[src/rtl/dmaPkg.sv]
package dmaPkg;
  localparam int ADDR_W = 32;
  localparam int DATA_W = 32;
  localparam int HALF_W = 16;
  localparam int BE_W = DATA_W / 8;

  // status bit positions inside the upper half of descriptor word 0
  localparam int BIT_OWN  = 15;
  localparam int BIT_WRAP = 13;
  localparam int BIT_LAST = 11;
  localparam int BIT_TC   = 10;
  localparam int BIT_ERR  = 0;

  localparam int ACT_BIT    = 24;
  localparam int DESC_BYTES = 8;
  localparam int PTR_OFS    = 4;

  localparam logic [1:0] SEL_RX_BASE = 2'd0;
  localparam logic [1:0] SEL_TX_BASE = 2'd1;
  localparam logic [1:0] SEL_RX_ACT  = 2'd2;
  localparam logic [1:0] SEL_TX_ACT  = 2'd3;

  typedef enum logic [2:0] {
    S_IDLE, S_STAT_RD, S_STAT_WT, S_PTR_RD, S_PTR_WT, S_MOVE, S_MOVE_WT, S_WBACK
  } ringState_e;

  typedef struct packed {
    logic rdStat;
    logic capStat;
    logic rdPtr;
    logic capPtr;
    logic byteGo;
    logic writeBack;
    logic advance;
  } ringStrobe_t;
endpackage

[src/rtl/ringCtrl.sv]
module ringCtrl
  import dmaPkg::*;
#(
  parameter bit IS_TX = 1'b0
) (
  input  logic        clk,
  input  logic        rstN,
  input  logic        actStart,
  input  logic        ownNow,
  input  logic        byteReq,
  input  logic        frameDone,
  output ringStrobe_t strobe,
  output logic        polling,
  output logic        moveOpen
);
  ringState_e state, nextState;

  always_ff @(posedge clk) begin
    if (!rstN) state <= S_IDLE;
    else       state <= nextState;
  end

  always_comb begin
    strobe    = '0;
    nextState = state;
    moveOpen  = 1'b0;
    case (state)
      S_IDLE:    if (actStart) nextState = S_STAT_RD;
      S_STAT_RD: begin
        strobe.rdStat = 1'b1;
        nextState     = S_STAT_WT;
      end
      S_STAT_WT: begin
        if (ownNow) begin
          strobe.capStat = 1'b1;
          nextState      = S_PTR_RD;
        end else begin
          nextState = S_IDLE;
        end
      end
      S_PTR_RD: begin
        strobe.rdPtr = 1'b1;
        nextState    = S_PTR_WT;
      end
      S_PTR_WT: begin
        strobe.capPtr = 1'b1;
        nextState     = S_MOVE;
      end
      S_MOVE: begin
        if (IS_TX) begin
          if (frameDone) nextState = S_WBACK;
          else if (byteReq) begin
            strobe.byteGo = 1'b1;
            nextState     = S_MOVE_WT;
          end
        end else begin
          moveOpen = 1'b1;
          if (byteReq) strobe.byteGo = 1'b1;
          if (frameDone) nextState = S_WBACK;
        end
      end
      S_MOVE_WT: nextState = S_MOVE;
      S_WBACK: begin
        strobe.writeBack = 1'b1;
        strobe.advance   = 1'b1;
        nextState        = S_STAT_RD;
      end
      default: nextState = S_IDLE;
    endcase
  end

  assign polling = (state != S_IDLE);

  AST_IDLE_HOLDS: assert property (@(posedge clk) disable iff (!rstN)
    (!polling && !actStart) |=> !polling);
  AST_WB_THEN_POLL: assert property (@(posedge clk) disable iff (!rstN)
    strobe.writeBack |=> strobe.rdStat);
endmodule

[src/rtl/rxPath.sv]
module rxPath
  import dmaPkg::*;
#(
  parameter int MAX_FRAME = 1522
) (
  input  logic              clk,
  input  logic              rstN,
  input  ringStrobe_t       strobe,
  input  logic              baseWe,
  input  logic [ADDR_W-1:0] baseData,
  input  logic [7:0]        rxData,
  input  logic              rxEnd,
  input  logic              rxBad,
  input  logic [DATA_W-1:0] memRdata,
  output logic              memEn,
  output logic              memWe,
  output logic [BE_W-1:0]   memBe,
  output logic [ADDR_W-1:0] memAddr,
  output logic [DATA_W-1:0] memWdata,
  output logic              ownNow
);
  localparam logic [HALF_W-1:0] MAX_LEN = HALF_W'(MAX_FRAME);

  logic [ADDR_W-1:0] baseReg, curPtr, bufPtr, byteAddr;
  logic [HALF_W-1:0] statReg, cnt, wbStat;
  logic              errFlag, room;

  assign byteAddr = bufPtr + ADDR_W'(cnt);
  assign room     = (cnt < MAX_LEN);
  assign ownNow   = memRdata[HALF_W + BIT_OWN];

  always_comb begin
    wbStat           = statReg;
    wbStat[BIT_OWN]  = 1'b0;
    wbStat[BIT_LAST] = 1'b1;
    wbStat[BIT_ERR]  = errFlag;
  end

  always_ff @(posedge clk) begin
    if (!rstN) begin
      baseReg <= '0;
      curPtr  <= '0;
      bufPtr  <= '0;
      statReg <= '0;
      cnt     <= '0;
      errFlag <= 1'b0;
    end else begin
      if (baseWe) begin
        baseReg <= baseData;
        curPtr  <= baseData;
      end
      if (strobe.capStat) statReg <= memRdata[DATA_W-1 -: HALF_W];
      if (strobe.capPtr) begin
        bufPtr  <= memRdata;
        cnt     <= '0;
        errFlag <= 1'b0;
      end
      if (strobe.byteGo) begin
        if (room) cnt <= cnt + 1'b1;
        else      errFlag <= 1'b1;
        if (rxEnd && rxBad) errFlag <= 1'b1;
      end
      if (strobe.advance)
        curPtr <= statReg[BIT_WRAP] ? baseReg : curPtr + ADDR_W'(DESC_BYTES);
    end
  end

  always_comb begin
    memEn    = 1'b0;
    memWe    = 1'b0;
    memBe    = '0;
    memAddr  = '0;
    memWdata = '0;
    if (strobe.rdStat) begin
      memEn   = 1'b1;
      memBe   = '1;
      memAddr = curPtr;
    end else if (strobe.rdPtr) begin
      memEn   = 1'b1;
      memBe   = '1;
      memAddr = curPtr + ADDR_W'(PTR_OFS);
    end else if (strobe.byteGo && room) begin
      memEn    = 1'b1;
      memWe    = 1'b1;
      memBe    = BE_W'(1) << byteAddr[1:0];
      memAddr  = byteAddr;
      memWdata = {BE_W{rxData}};
    end else if (strobe.writeBack) begin
      memEn    = 1'b1;
      memWe    = 1'b1;
      memBe    = '1;
      memAddr  = curPtr;
      memWdata = {wbStat, cnt};
    end
  end

  AST_RX_LEN_CAP: assert property (@(posedge clk) disable iff (!rstN)
    (memWe && memBe == '1) |-> (memWdata[HALF_W-1:0] <= MAX_LEN));
  AST_RX_RELEASE: assert property (@(posedge clk) disable iff (!rstN)
    (memWe && memBe == '1) |-> (!memWdata[HALF_W+BIT_OWN] && memWdata[HALF_W+BIT_LAST]));
  AST_RX_ONE_LANE: assert property (@(posedge clk) disable iff (!rstN)
    (memWe && memBe != '1) |-> ($countones(memBe) == 1));
endmodule

[src/rtl/txPath.sv]
module txPath
  import dmaPkg::*;
(
  input  logic              clk,
  input  logic              rstN,
  input  ringStrobe_t       strobe,
  input  logic              baseWe,
  input  logic [ADDR_W-1:0] baseData,
  input  logic [DATA_W-1:0] memRdata,
  output logic              memEn,
  output logic              memWe,
  output logic [BE_W-1:0]   memBe,
  output logic [ADDR_W-1:0] memAddr,
  output logic [DATA_W-1:0] memWdata,
  output logic              ownNow,
  output logic              frameDone,
  output logic              txValid,
  output logic [7:0]        txData,
  output logic              txEnd,
  output logic              txAppendCrc
);
  logic [ADDR_W-1:0] baseReg, curPtr, bufPtr, byteAddr;
  logic [HALF_W-1:0] statReg, lenReg, cnt, wbStat;
  logic [1:0]        laneReg;
  logic              readPend;

  assign byteAddr  = bufPtr + ADDR_W'(cnt);
  assign ownNow    = memRdata[HALF_W + BIT_OWN];
  assign frameDone = (cnt == lenReg) && !readPend;

  always_comb begin
    wbStat          = statReg;
    wbStat[BIT_OWN] = 1'b0;
  end

  always_ff @(posedge clk) begin
    if (!rstN) begin
      baseReg  <= '0;
      curPtr   <= '0;
      bufPtr   <= '0;
      statReg  <= '0;
      lenReg   <= '0;
      cnt      <= '0;
      laneReg  <= '0;
      readPend <= 1'b0;
    end else begin
      readPend <= strobe.byteGo;
      if (baseWe) begin
        baseReg <= baseData;
        curPtr  <= baseData;
      end
      if (strobe.capStat) begin
        statReg <= memRdata[DATA_W-1 -: HALF_W];
        lenReg  <= memRdata[HALF_W-1:0];
      end
      if (strobe.capPtr) begin
        bufPtr <= memRdata;
        cnt    <= '0;
      end
      if (strobe.byteGo) begin
        cnt     <= cnt + 1'b1;
        laneReg <= byteAddr[1:0];
      end
      if (strobe.advance)
        curPtr <= statReg[BIT_WRAP] ? baseReg : curPtr + ADDR_W'(DESC_BYTES);
    end
  end

  assign txValid     = readPend;
  assign txData      = memRdata[{laneReg, 3'b000} +: 8];
  assign txEnd       = readPend && statReg[BIT_LAST] && (cnt == lenReg);
  assign txAppendCrc = readPend && statReg[BIT_TC];

  always_comb begin
    memEn    = 1'b0;
    memWe    = 1'b0;
    memBe    = '0;
    memAddr  = '0;
    memWdata = '0;
    if (strobe.rdStat) begin
      memEn   = 1'b1;
      memBe   = '1;
      memAddr = curPtr;
    end else if (strobe.rdPtr) begin
      memEn   = 1'b1;
      memBe   = '1;
      memAddr = curPtr + ADDR_W'(PTR_OFS);
    end else if (strobe.byteGo) begin
      memEn   = 1'b1;
      memBe   = '1;
      memAddr = byteAddr;
    end else if (strobe.writeBack) begin
      memEn    = 1'b1;
      memWe    = 1'b1;
      memBe    = '1;
      memAddr  = curPtr;
      memWdata = {wbStat, lenReg};
    end
  end

  AST_TX_WB_AFTER_ALL: assert property (@(posedge clk) disable iff (!rstN)
    memWe |-> (cnt == lenReg && !readPend));
  AST_TX_STAT_ALIGNED: assert property (@(posedge clk) disable iff (!rstN)
    strobe.rdStat |-> (memAddr[2:0] == 3'b000));
  AST_TX_WB_RELEASE: assert property (@(posedge clk) disable iff (!rstN)
    memWe |-> !memWdata[HALF_W+BIT_OWN]);
endmodule

[src/rtl/descRingDma.sv]
module descRingDma
  import dmaPkg::*;
#(
  parameter int MAX_FRAME = 1522
) (
  input  logic        clk,
  input  logic        rstN,
  input  logic        regWe,
  input  logic [1:0]  regSel,
  input  logic [31:0] regWdata,
  output logic        rxMemEn,
  output logic        rxMemWe,
  output logic [3:0]  rxMemBe,
  output logic [31:0] rxMemAddr,
  output logic [31:0] rxMemWdata,
  input  logic [31:0] rxMemRdata,
  output logic        txMemEn,
  output logic        txMemWe,
  output logic [3:0]  txMemBe,
  output logic [31:0] txMemAddr,
  output logic [31:0] txMemWdata,
  input  logic [31:0] txMemRdata,
  input  logic        rxValid,
  input  logic [7:0]  rxData,
  input  logic        rxEnd,
  input  logic        rxBad,
  output logic        rxReady,
  output logic        txValid,
  output logic [7:0]  txData,
  output logic        txEnd,
  output logic        txAppendCrc,
  output logic        rxPolling,
  output logic        txPolling
);
  ringStrobe_t rxStrobe, txStrobe;
  logic rxBaseWe, txBaseWe, rxStart, txStart;
  logic rxOwn, txOwn, txDone, txOpenUnused;

  assign rxBaseWe = regWe && (regSel == SEL_RX_BASE);
  assign txBaseWe = regWe && (regSel == SEL_TX_BASE);
  assign rxStart  = regWe && (regSel == SEL_RX_ACT) && regWdata[ACT_BIT];
  assign txStart  = regWe && (regSel == SEL_TX_ACT) && regWdata[ACT_BIT];

  ringCtrl #(.IS_TX(1'b0)) u_rxCtrl (
    .clk(clk), .rstN(rstN), .actStart(rxStart), .ownNow(rxOwn),
    .byteReq(rxValid), .frameDone(rxValid && rxEnd),
    .strobe(rxStrobe), .polling(rxPolling), .moveOpen(rxReady)
  );

  rxPath #(.MAX_FRAME(MAX_FRAME)) u_rxPath (
    .clk(clk), .rstN(rstN), .strobe(rxStrobe), .baseWe(rxBaseWe), .baseData(regWdata),
    .rxData(rxData), .rxEnd(rxEnd), .rxBad(rxBad), .memRdata(rxMemRdata),
    .memEn(rxMemEn), .memWe(rxMemWe), .memBe(rxMemBe), .memAddr(rxMemAddr),
    .memWdata(rxMemWdata), .ownNow(rxOwn)
  );

  ringCtrl #(.IS_TX(1'b1)) u_txCtrl (
    .clk(clk), .rstN(rstN), .actStart(txStart), .ownNow(txOwn),
    .byteReq(1'b1), .frameDone(txDone),
    .strobe(txStrobe), .polling(txPolling), .moveOpen(txOpenUnused)
  );

  txPath u_txPath (
    .clk(clk), .rstN(rstN), .strobe(txStrobe), .baseWe(txBaseWe), .baseData(regWdata),
    .memRdata(txMemRdata), .memEn(txMemEn), .memWe(txMemWe), .memBe(txMemBe),
    .memAddr(txMemAddr), .memWdata(txMemWdata), .ownNow(txOwn), .frameDone(txDone),
    .txValid(txValid), .txData(txData), .txEnd(txEnd), .txAppendCrc(txAppendCrc)
  );

  AST_RXREADY_BUSY: assert property (@(posedge clk) disable iff (!rstN)
    rxReady |-> rxPolling);
  AST_TXVALID_BUSY: assert property (@(posedge clk) disable iff (!rstN)
    txValid |-> (txPolling && !txOpenUnused));
endmodule

[config.mk]
export PLATFORM = sky130hd
export DESIGN_NAME = descRingDma
export DESIGN_NICKNAME = d
export VERILOG_FILES = /design/src/rtl/dmaPkg.sv /design/src/rtl/ringCtrl.sv /design/src/rtl/rxPath.sv /design/src/rtl/txPath.sv /design/src/rtl/descRingDma.sv
export SDC_FILE = /design/constraint.sdc
export NUM_CORES = 1
export LEC_CHECK = 0
export ABC_AREA = 1
export CAP_MARGIN = 20
export CORE_AREA = 5 5 287 205
export CTS_CLUSTER_DIAMETER = 200
export DETAILED_ROUTE_END_ITERATION = 6
export DIE_AREA = 0 0 292 210
export DONT_BUFFER_PORTS = 1
export PLACE_DENSITY = 0.51
export SETUP_SLACK_MARGIN = 0.15
export SYNTH_ARGS = -nofsm -noshare
export SYNTH_HDL_FRONTEND = slang
export SYNTH_HIERARCHICAL = 1
export SYNTH_SLANG_ARGS = --single-unit
[constraint.sdc]
create_clock -name clk -period 5.5 [get_ports clk]
set_input_delay 1.375 -clock clk [delete_from_list [all_inputs] [get_ports clk]]
set_output_delay 1.375 -clock clk [all_outputs]
set_load 0.02 [all_outputs]
; ---- After elaboration in Yosys (flattened, before gate mapping)
; Cells that the tools add are included.
[totals]
output_inout_bits = 154
in_bits = 112
elab_cells = 150
regBits = 280
[op_classes]
order_cmp = 1
eq_ne = 21
n_addsub = 8
n_shift = 2
n_mux = 77
n_reduce_logical = 25
[ops]
columns = op, count
row1 = $mux 32, 20
row2 = $mux 16, 5
row3 = $add 32x16->32, 2
row4 = $add 32x3->32 const B, 2
row5 = $add 32x4->32 const B, 2
row6 = $mux 31, 2
row7 = $pmux 3 s7, 2
row8 = $mux 1, 33
row9 = $add 16x1->16 const B, 2
row10 = $mux 4, 8
row11 = $shiftx 32x6->8, 1
row12 = $eq 3x3->1 const B, 8
row13 = $eq 16x16->1, 1
row14 = $lt 16x11->1 const B, 1
row15 = $logic_and 1x1->1, 13
row16 = $eq 3x2->1 const B, 4
row17 = $mux 3, 3
row18 = $mux 2, 4
row19 = $eq 3x1->1 const B, 2
row20 = $logic_not 3->1, 2
row21 = $reduce_bool 2->1, 3
row22 = $reduce_bool 3->1, 2
row23 = $eq 2x2->1 const B, 2
row24 = $ne 2x2->1 const B, 2
row25 = other kinds (7), 8

; ---- Logic depth before layout (Yosys ltp)
[depth]
depth_word = 7
depth_mapped = 16

; ---- Cells and area by module
; Netlist, hierarchy kept.
[modules_own_cells]
columns = module, n_inst, seq_area_each_um2, cells_per_inst, area_per_inst_um2
row1 = txPath, 1, 2922.8, 1627, 9771.9
row2 = rxPath, 1, 2522.4, 1496, 9004.9
row3 = ringCtrl (u_txCtrl), 1, 60.1, 44, 294.0
row4 = ringCtrl (u_rxCtrl), 1, 60.1, 33, 192.7
row5 = descRingDma, 1, 0.0, 11, 41.3

; ---- Least setup slack after synthesis
; No wires, ideal clock.
[synth_timing]
path_kind = input-to-output
start = input rxValid
end = output rxMemBe[2]
required_ns = 4.125
stages = 8
path_buffers = 3
path_slack_ns = 0.975
arrival_ns = 3.150
path_cell_list = nor3b_1 > clkbuf_1 > inv_1 > nor2_1 > buf_2 > buf_4 > nand2_1 > o21ai_0
[synth_via]
elab_chain_cells = 6
[synth_rtl]
columns = element, line_no
row1 = start: declaration, descRingDma.sv:23  ; input logic rxValid,
row2 = $mux 1, ringCtrl.sv:58  ; if (byteReq) strobe.byteGo = 1'b1;
row3 = $mux 1, ringCtrl.sv:27  ; case (state)
row4 = $logic_and 1x1->1, rxPath.sv:82  ; end else if (strobe.byteGo && room) begin
row5 = $mux 4, rxPath.sv:82
row6 = $mux 4, rxPath.sv:78  ; end else if (strobe.rdPtr) begin
row7 = $mux 4, rxPath.sv:74  ; if (strobe.rdStat) begin
row8 = end: declaration, descRingDma.sv:13  ; output logic [3:0] rxMemBe,
; No other way between the ends.

==> results.tsv <==
stage	metric	value	unit
die	core.rowCount	73	
critical_path	r2r_cells	10	
global_routing	grt_pass1_wl	123500	µm
clock_network	cts-root-buf	clkbuf_16	
placed_design	placed_area	20120	µm²
synth	ys_warn_count	6	
die	start_util	34.52	%
status	status	finished, violations left	
cells_and_area	antenna_cells	0	
drt	finalWirelength	83730	µm
clock_network	cts_tree	built	
job	cap_violations	0	
global_routing	grt_pass1_vias	19360	
power_and_ir_drop	powerDensity	223.3	nW/µm²
drt	dr.pass1.iters	7	
power_and_ir_drop	internal_power	3.573	mW
power_and_ir_drop	seqPwrFrac	43.6	%
critical_path	path_max_fanout	13	
critical_path	cp_cell_sequence	nor2_1 -> nor3_1 -> nand3_1 -> nor3_1 -> nand2_1 -> nor2_1 -> nor2_1 -> buf_4 -> inv_1 -> nand3_1 -> nand2_2 -> inv_2 -> o211ai_1 -> nand2_1 -> o21ai_0 -> buf_4	
critical_path	path_common_cell	nor2_1	
drt	vias	21540	
drt	drt-initial-drc-count	2376	
timing	slew-limit-headroom	35.95	%
min_path	hp-start	u_txPath/baseReg[31]	
drt	wl_met1	41650	µm
power_and_ir_drop	pwr-share-clk	51.3	%
synth	netlist_area	19290	µm²
timing	setup-tns-final	0	ns
critical_path	cp.required	4.12	ns
global_routing	antenna_found_initial	1	
min_path	worstHoldPathType	register to register	
placed_design	port-buffer-count	0	
power_and_ir_drop	combPwrFrac	5.0	%
power_and_ir_drop	switchingPower	1.224	mW
die	io_pins	266	
timing	rsz0062_at_grt	no	
die	die-area	61320	µm²
cells_and_area	nNetsFinal	3327	
placed_design	place_congestion	0.9907	
drt	maxUsedRoutingLayer	met5	
drt	postRouteAntennaNets	0	
timing	timing.fmax	201.0	MHz
timing	timing.final.crit_share	90.47	%
synth	synth_cells	3209	
power_and_ir_drop	ir_drop	0.1648	mV
drt	dr_wl_met2	31900	µm
critical_path	path_class	register to output pin	
critical_path	regToRegStartpoint	u_rxCtrl/state[2]	
timing	finalSetupViolCount	0	
cells_and_area	final_cell_area	21490	µm²
power_and_ir_drop	swShare	25.51	%
timing	skew	0.02793	ns
placed_design	dpl.hpwl	66130	µm
critical_path	r2r_slack	1.99	ns
critical_path	cp_slowest_cell	dfxtp_1	
critical_path	cp.arrival	3.60	ns
cells_and_area	drive_above_1_share	8.029	%
timing	tightestPinTransition	0.9584	ns
clock_network	numCtsBuffers	35	
cells_and_area	syn_to_final_growth	11.36	%
drt	wl_met3	8683	µm
die	die_height	210	µm
global_routing	track_usage	25.78	%
die	die-width	292	µm
global_routing	grt_overflow	0	
power_and_ir_drop	leakage	9.092	nW
drt	post_drt_wl_per_cell	21.19	µm
critical_path	cpPeakStageDelay	0.47	ns
critical_path	critPathCaptureType	output pin	
clock_network	htree_levels	2	
drt	viasPerCell	5.453	
drt	drc	1	
clock_network	clk_latency	0.56	ns
synth	synth.avg_cell_area	6.012	µm²
timing	period_needed	4.976	ns
critical_path	start_kind	register	
min_path	min_to	u_txPath/baseReg[31]	
min_path	whs_path_depth	2	
timing	slew_violations	0	
clock_network	path_clk_slew	0.07	ns
clock_network	cts.sinks	278	
clock_network	clock_path_buffers	3	
timing	hold_viol	0	
status	failed_checks	design-rule violations	
critical_path	reg2reg_to	u_rxPath/curPtr[21]	
die	core	55900	µm²
global_routing	grt_max_degree	134	
[layout make-up]
class / instances / area (µm²)
inverters: 351 / 1331
well taps: 750 / 938.4
clock buffers: 45 / 974.7
multi-input cells: 2434 / 11820
fillers: 6204 / 34410
repair buffers: 74 / 620.6
repair inverters: 1 / 7.507
flip-flops and latches: 278 / 5565
clock inverters: 18 / 226.5
[state kept, by name, summed over array words and instances (netlist names)]
| name | flops |
|---|---|
| u_txPath/lenReg | 16 |
| u_rxCtrl/state | 3 |
| u_txPath/txValid | 1 |
| u_rxPath/curPtr | 32 |
| u_txPath/cnt | 16 |
| u_txCtrl/state | 3 |
| u_rxPath/cnt | 16 |
| u_rxPath/statReg | 13 |
| u_txPath/laneReg | 2 |
| u_txPath/statReg | 15 |
| u_rxPath/errFlag | 1 |
| u_txPath/bufPtr | 32 |
| u_rxPath/baseReg | 32 |
| u_txPath/curPtr | 32 |
| u_rxPath/bufPtr | 32 |
| u_txPath/baseReg | 32 |
[through the flow]
step	util, %	setup WS, ns	power, mW	instances	hold WS (ns)
detailed placement	35.99	0.8232	2.371	3883	0.4451
finish	38.44	0.5244	4.797	3951	0.4572
global placement	35.99	0.9380	2.369	3883	0.4400
floorplan	-	0.9745	2.300	3210	0.4313
global route	38.44	0.2502	4.960	3951	0.4775
CTS	38.13	0.1891	4.858	3946	0.4550
[how the worst max path moves through the flow]
stage,startpoint,to,slack [ns]
after floorplan,rxValid,rxMemBe[2],0.97
after global placement,u_txPath/cnt[6],txMemWdata[30],0.94
after detailed placement,u_txPath/cnt[6],txMemWdata[12],0.82
after CTS,u_txPath/cnt[6],txMemWdata[12],0.19
after global routing,u_txPath/cnt[6],txMemAddr[11],0.25
final,u_txPath/cnt[6],txMemAddr[11],0.52
[timing repair]
item,CTS,global route
endpoints found under the setup margin,0,32
resized for setup,0,27
hold buffers,0,0
setup buffers,0,2
[layout by cell type (no fill, tap or decap), types with 9 or more instances in the layout]
master,count
buf_4,70
nand3_1,174
o21bai_1,13
inv_2,22
nor3_1,59
ha_1,38
o211ai_1,21
nor2_1,345
xnor2_1,10
o21ai_0,253
nand2_2,9
o21ai_1,22
nand2_1,896
inv_1,321
a21oi_1,334
clkbuf_16,36
o22ai_1,22
nand4_1,34
nor2_4,9
dfxtp_1,278
xor2_1,36
o221ai_1,17
nor2_2,43
[power groups by stage]
stage / sequential (mW) / combinational (mW) / clock (mW)
final: 2.09 / 0.242 / 2.46
after global routing: 2.10 / 0.267 / 2.60
after CTS: 2.09 / 0.236 / 2.53
after detailed placement: 2.14 / 0.235 / 0
after global placement: 2.14 / 0.234 / 0
after floorplan: 2.11 / 0.186 / 0
[routing by layer]
layer	up-vias	track usage, %
li1	10390	-
met1	10150	40.73
met2	915	34.35
met3	89	7.320
met4	2	4.878
met5	-	0
[critical path: cells and delay by family (launching register included)]
family          cells  cell delay (ns)
buf+inv             4             0.74
simple gates       10             1.52
compound gates      2             0.31
flops               1             0.47
No activity file was read; power rests on OpenSTA's default activity.
